### src/rtl/strapFlashPkg.sv
package strapFlashPkg;

  // Read-cycle schedule, in ticks counted from the cycle start
  localparam int CS_ON        = 1;
  localparam int CS_OFF       = 16;
  localparam int ADV_ON       = 4;
  localparam int ADV_OFF      = 5;
  localparam int OE_ON        = 6;
  localparam int OE_OFF       = 16;
  localparam int SAMPLE_TICK  = 15;
  localparam int CYCLE_TICKS  = 17;
  // Extra first address phase of the two-phase mode
  localparam int AAD_ADV_ON   = 1;
  localparam int AAD_ADV_OFF  = 2;
  localparam int AAD_OE_ON    = 1;
  localparam int AAD_OE_OFF   = 3;

  localparam int TICK_W = $clog2(CYCLE_TICKS);

  typedef enum logic [1:0] {
    MODE_SEP = 2'b00,
    MODE_AAD = 2'b01,
    MODE_ADM = 2'b10
  } busMode_t;

  // Strobes from control to datapath
  typedef struct packed {
    logic inCycle;     // a read is running
    logic cs;          // chip-select asserted
    logic adv;         // address-valid asserted
    logic oe;          // output-enable asserted
    logic drive;       // block owns the shared bus
    logic firstPhase;  // two-phase mode: high half of the address
    logic atSample;    // current tick is the data sample tick
    logic load;        // request accepted on this edge
  } strobe_t;

endpackage

### src/rtl/strapFlashCtrl.sv
module strapFlashCtrl
  import strapFlashPkg::*;
(
  input  logic     clk,
  input  logic     rstN,
  input  logic     strapWide,
  input  logic [1:0] strapMux,
  input  logic     strapWaitEn,
  input  logic     reqValid,
  input  logic     waitIn,
  output logic     reqReady,
  output logic     stall,
  output logic     wordMode,
  output busMode_t busMode,
  output strobe_t  strb
);

  logic              active;
  logic              strapsTaken;
  logic              waitMonQ;
  logic [TICK_W-1:0] tickQ;
  logic [TICK_W-1:0] nxtTick;
  logic              nxtActive;
  logic              lastTick;
  logic              accept;
  logic              isAad;
  logic              csQ, advQ, oeQ, driveQ, firstQ;
  logic              nCs, nAdv, nOe, nDrive, nFirst;

  function automatic logic inWin(input logic [TICK_W-1:0] t, input int lo, input int hi);
    return (t >= TICK_W'(lo)) && (t < TICK_W'(hi));
  endfunction

  // Straps: captured once on the first edge after reset release
  always_ff @(posedge clk or negedge rstN) begin
    if (!rstN) begin
      strapsTaken <= 1'b0;
      busMode     <= MODE_SEP;
      wordMode    <= 1'b0;
      waitMonQ    <= 1'b0;
    end else if (!strapsTaken) begin
      strapsTaken <= 1'b1;
      case (strapMux)
        2'b01:   busMode <= MODE_AAD;
        2'b10:   busMode <= MODE_ADM;
        default: busMode <= MODE_SEP;
      endcase
      wordMode <= strapWide | (strapMux == 2'b01);
      waitMonQ <= strapWaitEn;
    end
  end

  // Tick sequencing
  always_comb begin
    lastTick = active && (tickQ == TICK_W'(CYCLE_TICKS - 1));
    stall    = active && (tickQ == TICK_W'(SAMPLE_TICK)) && waitMonQ && waitIn;
    reqReady = strapsTaken && (!active || lastTick);
    accept   = reqValid && reqReady;
    if (accept) begin
      nxtActive = 1'b1;
      nxtTick   = '0;
    end else if (lastTick) begin
      nxtActive = 1'b0;
      nxtTick   = '0;
    end else begin
      nxtActive = active;
      nxtTick   = (active && !stall) ? tickQ + TICK_W'(1) : tickQ;
    end
  end

  // Strobes are decoded from the next tick and registered
  always_comb begin
    isAad  = (busMode == MODE_AAD);
    nCs    = nxtActive && inWin(nxtTick, CS_ON, CS_OFF);
    nAdv   = nxtActive && (inWin(nxtTick, ADV_ON, ADV_OFF) ||
                           (isAad && inWin(nxtTick, AAD_ADV_ON, AAD_ADV_OFF)));
    nOe    = nxtActive && (inWin(nxtTick, OE_ON, OE_OFF) ||
                           (isAad && inWin(nxtTick, AAD_OE_ON, AAD_OE_OFF)));
    nDrive = nxtActive && (busMode != MODE_SEP) && (nxtTick < TICK_W'(OE_ON));
    nFirst = nxtActive && isAad && (nxtTick < TICK_W'(AAD_OE_OFF));
  end

  always_ff @(posedge clk or negedge rstN) begin
    if (!rstN) begin
      active <= 1'b0;
      tickQ  <= '0;
      csQ    <= 1'b0;
      advQ   <= 1'b0;
      oeQ    <= 1'b0;
      driveQ <= 1'b0;
      firstQ <= 1'b0;
    end else begin
      active <= nxtActive;
      tickQ  <= nxtTick;
      csQ    <= nCs;
      advQ   <= nAdv;
      oeQ    <= nOe;
      driveQ <= nDrive;
      firstQ <= nFirst;
    end
  end

  always_comb begin
    strb.inCycle    = active;
    strb.cs         = csQ;
    strb.adv        = advQ;
    strb.oe         = oeQ;
    strb.drive      = driveQ;
    strb.firstPhase = firstQ;
    strb.atSample   = active && (tickQ == TICK_W'(SAMPLE_TICK));
    strb.load       = accept;
  end

endmodule

### src/rtl/strapFlashDpath.sv
module strapFlashDpath
  import strapFlashPkg::*;
#(
  parameter int ADDR_W = 27,
  parameter int DATA_W = 16
) (
  input  logic                     clk,
  input  logic                     rstN,
  input  strobe_t                  strb,
  input  logic                     stall,
  input  logic                     wordMode,
  input  busMode_t                 busMode,
  input  logic [ADDR_W-1:0]        reqAddr,
  input  logic [DATA_W-1:0]        adIn,
  output logic                     csN,
  output logic                     advN,
  output logic                     oeN,
  output logic                     adDrive,
  output logic [DATA_W-1:0]        adOut,
  output logic [DATA_W-1:0]        lowAddr,
  output logic [ADDR_W-DATA_W-1:0] upperAddr,
  output logic [DATA_W-1:0]        rdData,
  output logic                     rdDone
);

  localparam int UPPER_W = ADDR_W - DATA_W;
  localparam int HALF_W  = DATA_W / 2;

  logic [ADDR_W-1:0] addrQ;
  logic [ADDR_W-1:0] presAddr;
  logic [DATA_W-1:0] aadHi;
  logic [DATA_W-1:0] aadLo;
  logic [DATA_W-1:0] dataQ;
  logic [DATA_W-1:0] capVal;
  logic              doneQ;
  logic              capture;

  always_ff @(posedge clk or negedge rstN) begin
    if (!rstN) addrQ <= '0;
    else if (strb.load) addrQ <= reqAddr;
  end

  always_comb begin
    presAddr = wordMode ? (addrQ >> 1) : addrQ;
    aadHi    = DATA_W'(addrQ >> (DATA_W + 1));
    aadLo    = addrQ[DATA_W:1];
  end

  // Pin drive
  always_comb begin
    csN     = ~strb.cs;
    advN    = ~strb.adv;
    oeN     = ~strb.oe;
    adDrive = strb.drive;
    if (!strb.drive)
      adOut = '0;
    else if (busMode == MODE_AAD)
      adOut = strb.firstPhase ? aadHi : aadLo;
    else
      adOut = presAddr[DATA_W-1:0];
    upperAddr = (strb.inCycle && busMode != MODE_AAD) ? presAddr[ADDR_W-1:DATA_W] : UPPER_W'(0);
    lowAddr   = (strb.inCycle && busMode == MODE_SEP) ? presAddr[DATA_W-1:0] : '0;
  end

  // Data capture, lane selected by device width
  assign capture = strb.atSample && !stall;

  generate
    if (DATA_W > HALF_W) begin : g_lanes
      assign capVal = wordMode ? adIn : {{(DATA_W-HALF_W){1'b0}}, adIn[HALF_W-1:0]};
    end else begin : g_single
      assign capVal = adIn;
    end
  endgenerate

  always_ff @(posedge clk or negedge rstN) begin
    if (!rstN) begin
      dataQ <= '0;
      doneQ <= 1'b0;
    end else begin
      doneQ <= capture;
      if (capture) dataQ <= capVal;
    end
  end

  assign rdData = dataQ;
  assign rdDone = doneQ;

endmodule

### src/rtl/strapFlashReader.sv
module strapFlashReader
  import strapFlashPkg::*;
#(
  parameter int ADDR_W = 27,
  parameter int DATA_W = 16
) (
  input  logic                     clk,
  input  logic                     rstN,
  input  logic                     strapWide,
  input  logic [1:0]               strapMux,
  input  logic                     strapWaitEn,
  input  logic                     reqValid,
  input  logic [ADDR_W-1:0]        reqAddr,
  output logic                     reqReady,
  output logic [DATA_W-1:0]        rdData,
  output logic                     rdDone,
  output logic                     csN,
  output logic                     advN,
  output logic                     oeN,
  output logic                     adDrive,
  output logic [DATA_W-1:0]        adOut,
  input  logic [DATA_W-1:0]        adIn,
  output logic [ADDR_W-DATA_W-1:0] upperAddr,
  output logic [DATA_W-1:0]        lowAddr,
  input  logic                     waitIn
);

  strobe_t  strb;
  busMode_t busMode;
  logic     stall;
  logic     wordMode;

  strapFlashCtrl u_ctrl (
    .clk        (clk),
    .rstN       (rstN),
    .strapWide  (strapWide),
    .strapMux   (strapMux),
    .strapWaitEn(strapWaitEn),
    .reqValid   (reqValid),
    .waitIn     (waitIn),
    .reqReady   (reqReady),
    .stall      (stall),
    .wordMode   (wordMode),
    .busMode    (busMode),
    .strb       (strb)
  );

  strapFlashDpath #(
    .ADDR_W(ADDR_W),
    .DATA_W(DATA_W)
  ) u_dpath (
    .clk      (clk),
    .rstN     (rstN),
    .strb     (strb),
    .stall    (stall),
    .wordMode (wordMode),
    .busMode  (busMode),
    .reqAddr  (reqAddr),
    .adIn     (adIn),
    .csN      (csN),
    .advN     (advN),
    .oeN      (oeN),
    .adDrive  (adDrive),
    .adOut    (adOut),
    .lowAddr  (lowAddr),
    .upperAddr(upperAddr),
    .rdData   (rdData),
    .rdDone   (rdDone)
  );

endmodule

### config.mk
export PLATFORM = sky130hd
export DESIGN_NAME = strapFlashReader
export DESIGN_NICKNAME = d
export VERILOG_FILES = /design/src/rtl/strapFlashPkg.sv /design/src/rtl/strapFlashCtrl.sv /design/src/rtl/strapFlashDpath.sv /design/src/rtl/strapFlashReader.sv
export SDC_FILE = /design/constraint.sdc
export NUM_CORES = 1
export LEC_CHECK = 0
export BUFFER_PORTS_ARGS = -buffer_cell sky130_fd_sc_hd__buf_4
export CORE_MARGIN = 2
export CORE_UTILIZATION = 45
export DETAILED_ROUTE_END_ITERATION = 7
export GPL_TIMING_DRIVEN = 0
export PLACE_DENSITY = 0.73
export SLEW_MARGIN = 10
export SYNTH_ARGS = -nofsm -noshare
export SYNTH_HDL_FRONTEND = slang
export SYNTH_SLANG_ARGS = --single-unit
### constraint.sdc
create_clock -name clk -period 2.9 [get_ports clk]
set_input_delay 0.145 -clock clk [delete_from_list [all_inputs] [get_ports clk]]
set_output_delay 0.145 -clock clk [all_outputs]
set_load 0.01 [all_outputs]
======== Yosys cells after proc, flatten, opt, wreduce, memory -nomap -nowiden ========
Cells that the tools add are included.
W data, S select, Z words.
word-level totals
  output and inout bits ................... 65
  word-level logic and storage cells ...... 77
  input bits .............................. 51
  register bits after elaboration ......... 60
cells by class
  order comparisons ....................... 8
  reduce and logical (&&, ||, !) cells .... 31
  bitwise gates (word level) .............. 4
  add/sub/neg operators ................... 1
  eq/ne operators ......................... 6
  mux-type cells .......................... 13
operators with widths
  kind                   count
  $mux W16               5
  $mux W27               1
  $logic_and A1 B1 Y1    24
  $mux W5                3
  $mux W11               1
  $ge A5 B3 Y1 const B   2
  $lt A5 B2 Y1 const B   2
  $lt A5 B3 Y1 const B   2
  $add A5 B1 Y5 const B  1
  $eq A5 B4 Y1 const B   1
  $eq A5 B5 Y1 const B   1
  $ge A5 B1 Y1 const B   1
  $lt A5 B5 Y1 const B   1
  $eq A2 B1 Y1 const B   2
  $pmux W2 S2            1
  $logic_or A1 B1 Y1     3
  $not A1 Y1             3
  $eq A2 B2 Y1 const B   1
  $logic_not A1 Y1       2
  $logic_not A2 Y1       1
  $mux W1                2
  $ne A2 B1 Y1 const B   1
  $reduce_bool A2 Y1     1
  $or A1 B1 Y1           1

======== Longest topological paths before layout ========
  depth in word-level cells ............... 14
  mapped depth ............................ 8
  gate-level depth less buffers ........... 8

======== Cells and area by module ========
From an unflattened synthesis, not the netlist that was laid out.
second synthesis, totals
  cells, all modules ...................... 312
  area, all modules ....................... 3373.2 µm²
by module, submodules not included
  module           sequential area each (µm²)  cells each  times used  area each (µm²)
  strapFlashDpath  1101.1                      213         1           2359.8
  strapFlashCtrl   400.4                       99          1           1013.5

======== Least setup slack after synthesis ========
No wires, ideal clock.
  path type ............................... reg-to-reg
  start ................................... reg u_ctrl.tickQ[0]
  end ..................................... reg u_ctrl.oeQ
  clock period less this slack ............ 2061 ps
  buffers on the path ..................... 0
  data arrival time ....................... 1966 ps
  setup time .............................. 96 ps
  data required time ...................... 2804 ps
  slack ................................... 839 ps
  stages on the path, launching flop included .. 9
  cell sequence ........................... dfrtp_1 ha_1 and3_1 ha_1 and4_1 a311oi_2 and2_1 o21ai_1 o32ai_2
on the way
  word-level cells in the longest chain between the ends .. 14
  elaborated cells on any way between the ends .. 26
  those cells by class .................... add/sub (1); order compare (4); eq/ne (2); mux (5); reduce/logical (14)
ends and longest elaborated chain
  element                                       RTL line              RTL
  start, declared                               strapFlashCtrl.sv:21  logic [TICK_W-1:0] tickQ;
  start signal, assigned                        strapFlashCtrl.sv:94  tickQ <= nxtTick;
  $eq A5 B4 Y1                                  strapFlashCtrl.sv:56  stall = active && (tickQ == TICK_W'(SAMPLE_TICK)) && waitMonQ && waitIn;
  $logic_and A1 B1 Y1 (3 in series)             strapFlashCtrl.sv:56
  $logic_not A1 Y1                              strapFlashCtrl.sv:67  nxtTick = (active && !stall) ? tickQ + TICK_W'(1) : tickQ;
  $logic_and A1 B1 Y1                           strapFlashCtrl.sv:67
  $mux W5                                       strapFlashCtrl.sv:67
  $mux W5                                       strapFlashCtrl.sv:62  end else if (lastTick) begin
  $mux W5                                       strapFlashCtrl.sv:59  if (accept) begin
  $ge A5 B1 Y1 or $lt A5 B2 Y1 (tied branches)  strapFlashCtrl.sv:31  return (t >= TICK_W'(lo)) && (t < TICK_W'(hi));
  $logic_and A1 B1 Y1                           strapFlashCtrl.sv:31
  $logic_and A1 B1 Y1                           strapFlashCtrl.sv:78  (isAad && inWin(nxtTick, AAD_OE_ON, AAD_OE_OFF)));
  $logic_or A1 B1 Y1                            strapFlashCtrl.sv:77  nOe = nxtActive && (inWin(nxtTick, OE_ON, OE_OFF) ||
  $logic_and A1 B1 Y1 *                         strapFlashCtrl.sv:77
  net u_ctrl.nOe                                strapFlashCtrl.sv:28  logic nCs, nAdv, nOe, nDrive, nFirst;
  end signal, assigned                          strapFlashCtrl.sv:97  oeQ <= nOe;
  end, declared                                 strapFlashCtrl.sv:27  logic csQ, advQ, oeQ, driveQ, firstQ;
Mark *: on every way through the listed nets, which the timed path passes. The rest lies on a longest branch.
A chain may end at the register's enable or synchronous reset.

======== Worst setup path in the final report ========
Ends and elaborated chain as after synthesis.

==> impl_metrics.csv <==
group,metric,value,unit
worst_setup_path,critPathKind,"reg2reg",
sta,rsz0062_at_grt,"no",
floorplanning,design.die.area,7880,µm²
synth,synth_area,3230,µm²
detailed_routing,wl_per_cell,15.1,µm
hold_path,min_from,"adIn[7]",
synth,syn_nets,381,
synth,synth_fa_ha_area_share,1.16,%
synth,synth-async-reset-ratio,100,%
pwr,internal_power,2.75,mW
cells_and_area,fin_nets,514,
detailed_routing,wl,8440,µm
pwr,power_frac_clock,19.5,%
floorplanning,die_h,88.8,µm
cells_and_area,drive_gt1_share,32.9,%
clock_tree,clk_pin_slew_worst_paths,70,ps
sta,drv_slew,0,
worst_setup_path,crit_arrival,2610,ps
worst_setup_path,critPathCaptureType,"flip-flop",
cells_and_area,syn_to_final_growth,39.8,%
synth,synthMuxAreaShare,18.1,%
worst_setup_path,max_stage_delay,430,ps
clock_tree,cts_buffer_depth,2,
outcome,outcome,"complete, no violations",
cells_and_area,finalCoreUtilization,65.8,%
worst_setup_path,r2r_setup_slack,540,ps
global_route,antenna_found_initial,0,
pwr,power.share.sequential,34.4,%
clock_tree,cts-root-buf,"clkbuf_8",
worst_setup_path,cp.buffers_inverters,0,
detailed_routing,post-route-drc-count,0,
worst_setup_path,start_kind,"flip-flop",
worst_setup_path,rr_endpoint,"u_ctrl.oeQ",
synth,ys_seq_area_share,46.4,%
detailed_routing,vias,2895,
worst_setup_path,slowest_stage,"dfrtp_1",
synth,synth_top_area_share,46.4,%
cells_and_area,antenna_cells,0,
synth,synth_cell_type_count,50,
pwr,leakagePower,2.31,nW
global_route,track_usage,22.3,%
synth,yosys.area.top_type,"dfrtp_1",
sta,max_clock_freq,0.423,GHz
sta,period_needed,2360,ps
worst_setup_path,timing.rr.start,"u_ctrl.tickQ[0]",
synth,ys_warn_count,0,
global_route,grt_pass1_vias,2815,
global_route,grt_max_degree,61,
detailed_routing,ant_nets,0,
synth,synth_edf_count,0,
detailed_routing,drt_iter0_markers,91,
cells_and_area,final_cell_mix,"118 x buf_4, 60 x dfrtp_1, 55 x nor2_1, 51 x nand2_1, 27 x mux2i_1",
clock_tree,cts_tree,"built",
run,cap_viol_max_count,0,
cells_and_area,final_common_cell,"buf_4",
floorplanning,num_rows,30,
hold_path,hold_path_class,"in2reg",
pwr,ir_worst_vdd,0.564,mV
clock_tree,insertion_delay,350,ps
synth,synthSimpleGateAreaFrac,21.0,%
synth,synth-xor-area-share,0.542,%
pwr,switching_power,1.73,mW
global_route,grt_first_pass_wirelength,13300,µm
sta,maxSlewHeadroom,50.0,%
synth,synth_top_family_by_area,"simple AND/OR/NAND/NOR gates",
hold_path,holdPathStages,3,
sta,post-route-period-util,81.5,%
clock_tree,htree_levels,3,
detailed_routing,drtPass1Iterations,5,
pwr,switching_share,38.6,%
clock_tree,cts_buffers,9,
floorplanning,coreArea,6870,µm²
worst_setup_path,cp_cell_sequence,"ha_1, and3_1, ha_1, and4_1, a311oi_2, and2_1, o21ai_1, o32ai_2",
synth,synth.area.top_cells,"dfrtp_1 46%, mux2_1 9.1%, mux2i_1 8.4%",
worst_setup_path,worstPathRequired,3150,ps
synth,synth-compound-area-share,9.40,%
floorplanning,die_w,88.8,µm
place,gp_routability_congestion,0.881,
synth,synthFlopType,"dfrtp_1",
detailed_routing,vias_per_cell,5.16,
clock_tree,cts_num_sinks,60,
sta,finalSetupViolCount,0,
sta,skew,9.58,ps
global_route,grt.overflow.total,0,
sta,tns,0,ps
place,port_buffers,115,
worst_setup_path,crit_family,"compound AO/OA/AOI/OAI gates",
floorplanning,start_util,47.1,%
floorplanning,io_pins,116,
synth,synth-seq-cells,60,
worst_setup_path,crit_top_cell,"ha_1",
sta,tightest_slew,750,ps
place,place_hpwl,6290,µm
worst_setup_path,ff2ff_path_depth,8,
clock_tree,post-cts-setup-buffers,0,
synth,synth_cells,327,
worst_setup_path,critical_path.max_fanout,6,
pwr,power_density,992,nW/µm²
sta,hold_viol_final,0,
pwr,combPwrFrac,46.2,%
synth,syn_avg_cell_area,9.89,µm²
hold_path,min_to,"u_dpath.rdData[7]",
==> state kept, by name, indices dropped and copies added (netlist names), 2 cells and up <==
signal,flops
u_ctrl.busMode,2
u_ctrl.tickQ,5
u_dpath.addrQ,27
u_dpath.rdData,16
==> synth_stat cells, drive strengths merged (3+ instances only) <==
cell	n
a21oi	4
a22oi	5
and3	4
buf	9
clkbuf	6
dfrtp	60
ha	3
inv	7
mux2	28
mux2i	27
nand2	51
nand2b	5
nand3	10
nor2	56
nor2b	8
nor3b	3
o21a	4
o21ai	5
o221ai	10
==> power by group through the flow <==
stage	Sequential [mW]	Clock [mW]	Combinational (mW)
final	1.54	0.873	2.07
after global routing	1.59	0.931	2.29
after CTS	1.54	0.889	2.09
after detailed placement	1.55	0	2.07
after global placement	1.53	0	2.02
after floorplan	1.49	0	1.23
==> metrics by stage <==
step | worst slack (ps) | cells | power, mW | hold slack (ps) | cell area (µm²)
detailed placement | 564 | 538 | 3.62 | 269 | 4220
floorplan | 839 | 327 | 2.71 | -151 | 3230
finish | 537 | 561 | 4.48 | 8.71 | 4520
CTS | 537 | 561 | 4.51 | 1.40 | 4520
global placement | 605 | 538 | 3.56 | 267 | 4220
global route | 402 | 561 | 4.81 | 8.45 | 4520
==> cell families (layout without fill, tap and decap cells) <==
group                      after synthesis  count (layout)
and+or+nand+nor                        146             146
DFF                                     60              60
muxes                                   55              55
buffers and inverters                   23             161
xor gates and xnor gates                 2               2
other                                    1               1
adders and majority gates                3               3
AOI/OAI and AO/OA                       37              37
==> cell type report <==
type	instances	area [µm²]
sequential	60	1500
multi-input combinational	244	1630
timing repair buffer	122	933
buffer	15	73.8
fill	615	2350
inverter	8	30.0
tap	96	120
clock buffer	10	138
clock inverter	6	95.1
==> routing by layer <==
| layer | global-route usage, % | up-vias | wire length, µm |
|---|---|---|---|
| met4 | 10.6 | 0 | 148 |
| met5 | 0 | - | 0 |
| li1 | - | 1388 | - |
| met2 | 33.7 | 115 | 3930 |
| met1 | 30.1 | 1378 | 3690 |
| met3 | 5.60 | 14 | 674 |
==> worst reg2reg max path, delay by kind of cell (launching register included) <==
kind / cells / cell delay [ps]
flops: 1 / 430
compound gates: 3 / 730
simple gates: 3 / 630
fa+ha+maj: 2 / 480
==> what timing repair did <==
item / 4_1_cts / 5_1_grt
endpoints found under the hold margin: 66 / 0
hold buffers: 7 / 0
resized for setup: 0 / 0
==> worst max path at each step <==
stage | startpoint | endpoint | slack, ps | depth (start not counted)
after floorplan | u_ctrl.tickQ[0] | u_ctrl.oeQ | 840 | 8
after global placement | u_ctrl.tickQ[0] | u_ctrl.oeQ | 610 | 8
after detailed placement | u_ctrl.tickQ[0] | u_ctrl.oeQ | 560 | 8
after CTS | u_ctrl.tickQ[0] | u_ctrl.oeQ | 540 | 8
after global routing | u_ctrl.tickQ[0] | u_ctrl.oeQ | 400 | 8
final | u_ctrl.tickQ[0] | u_ctrl.oeQ | 540 | 8
Note: power is estimated with default switching activity, not from simulation.
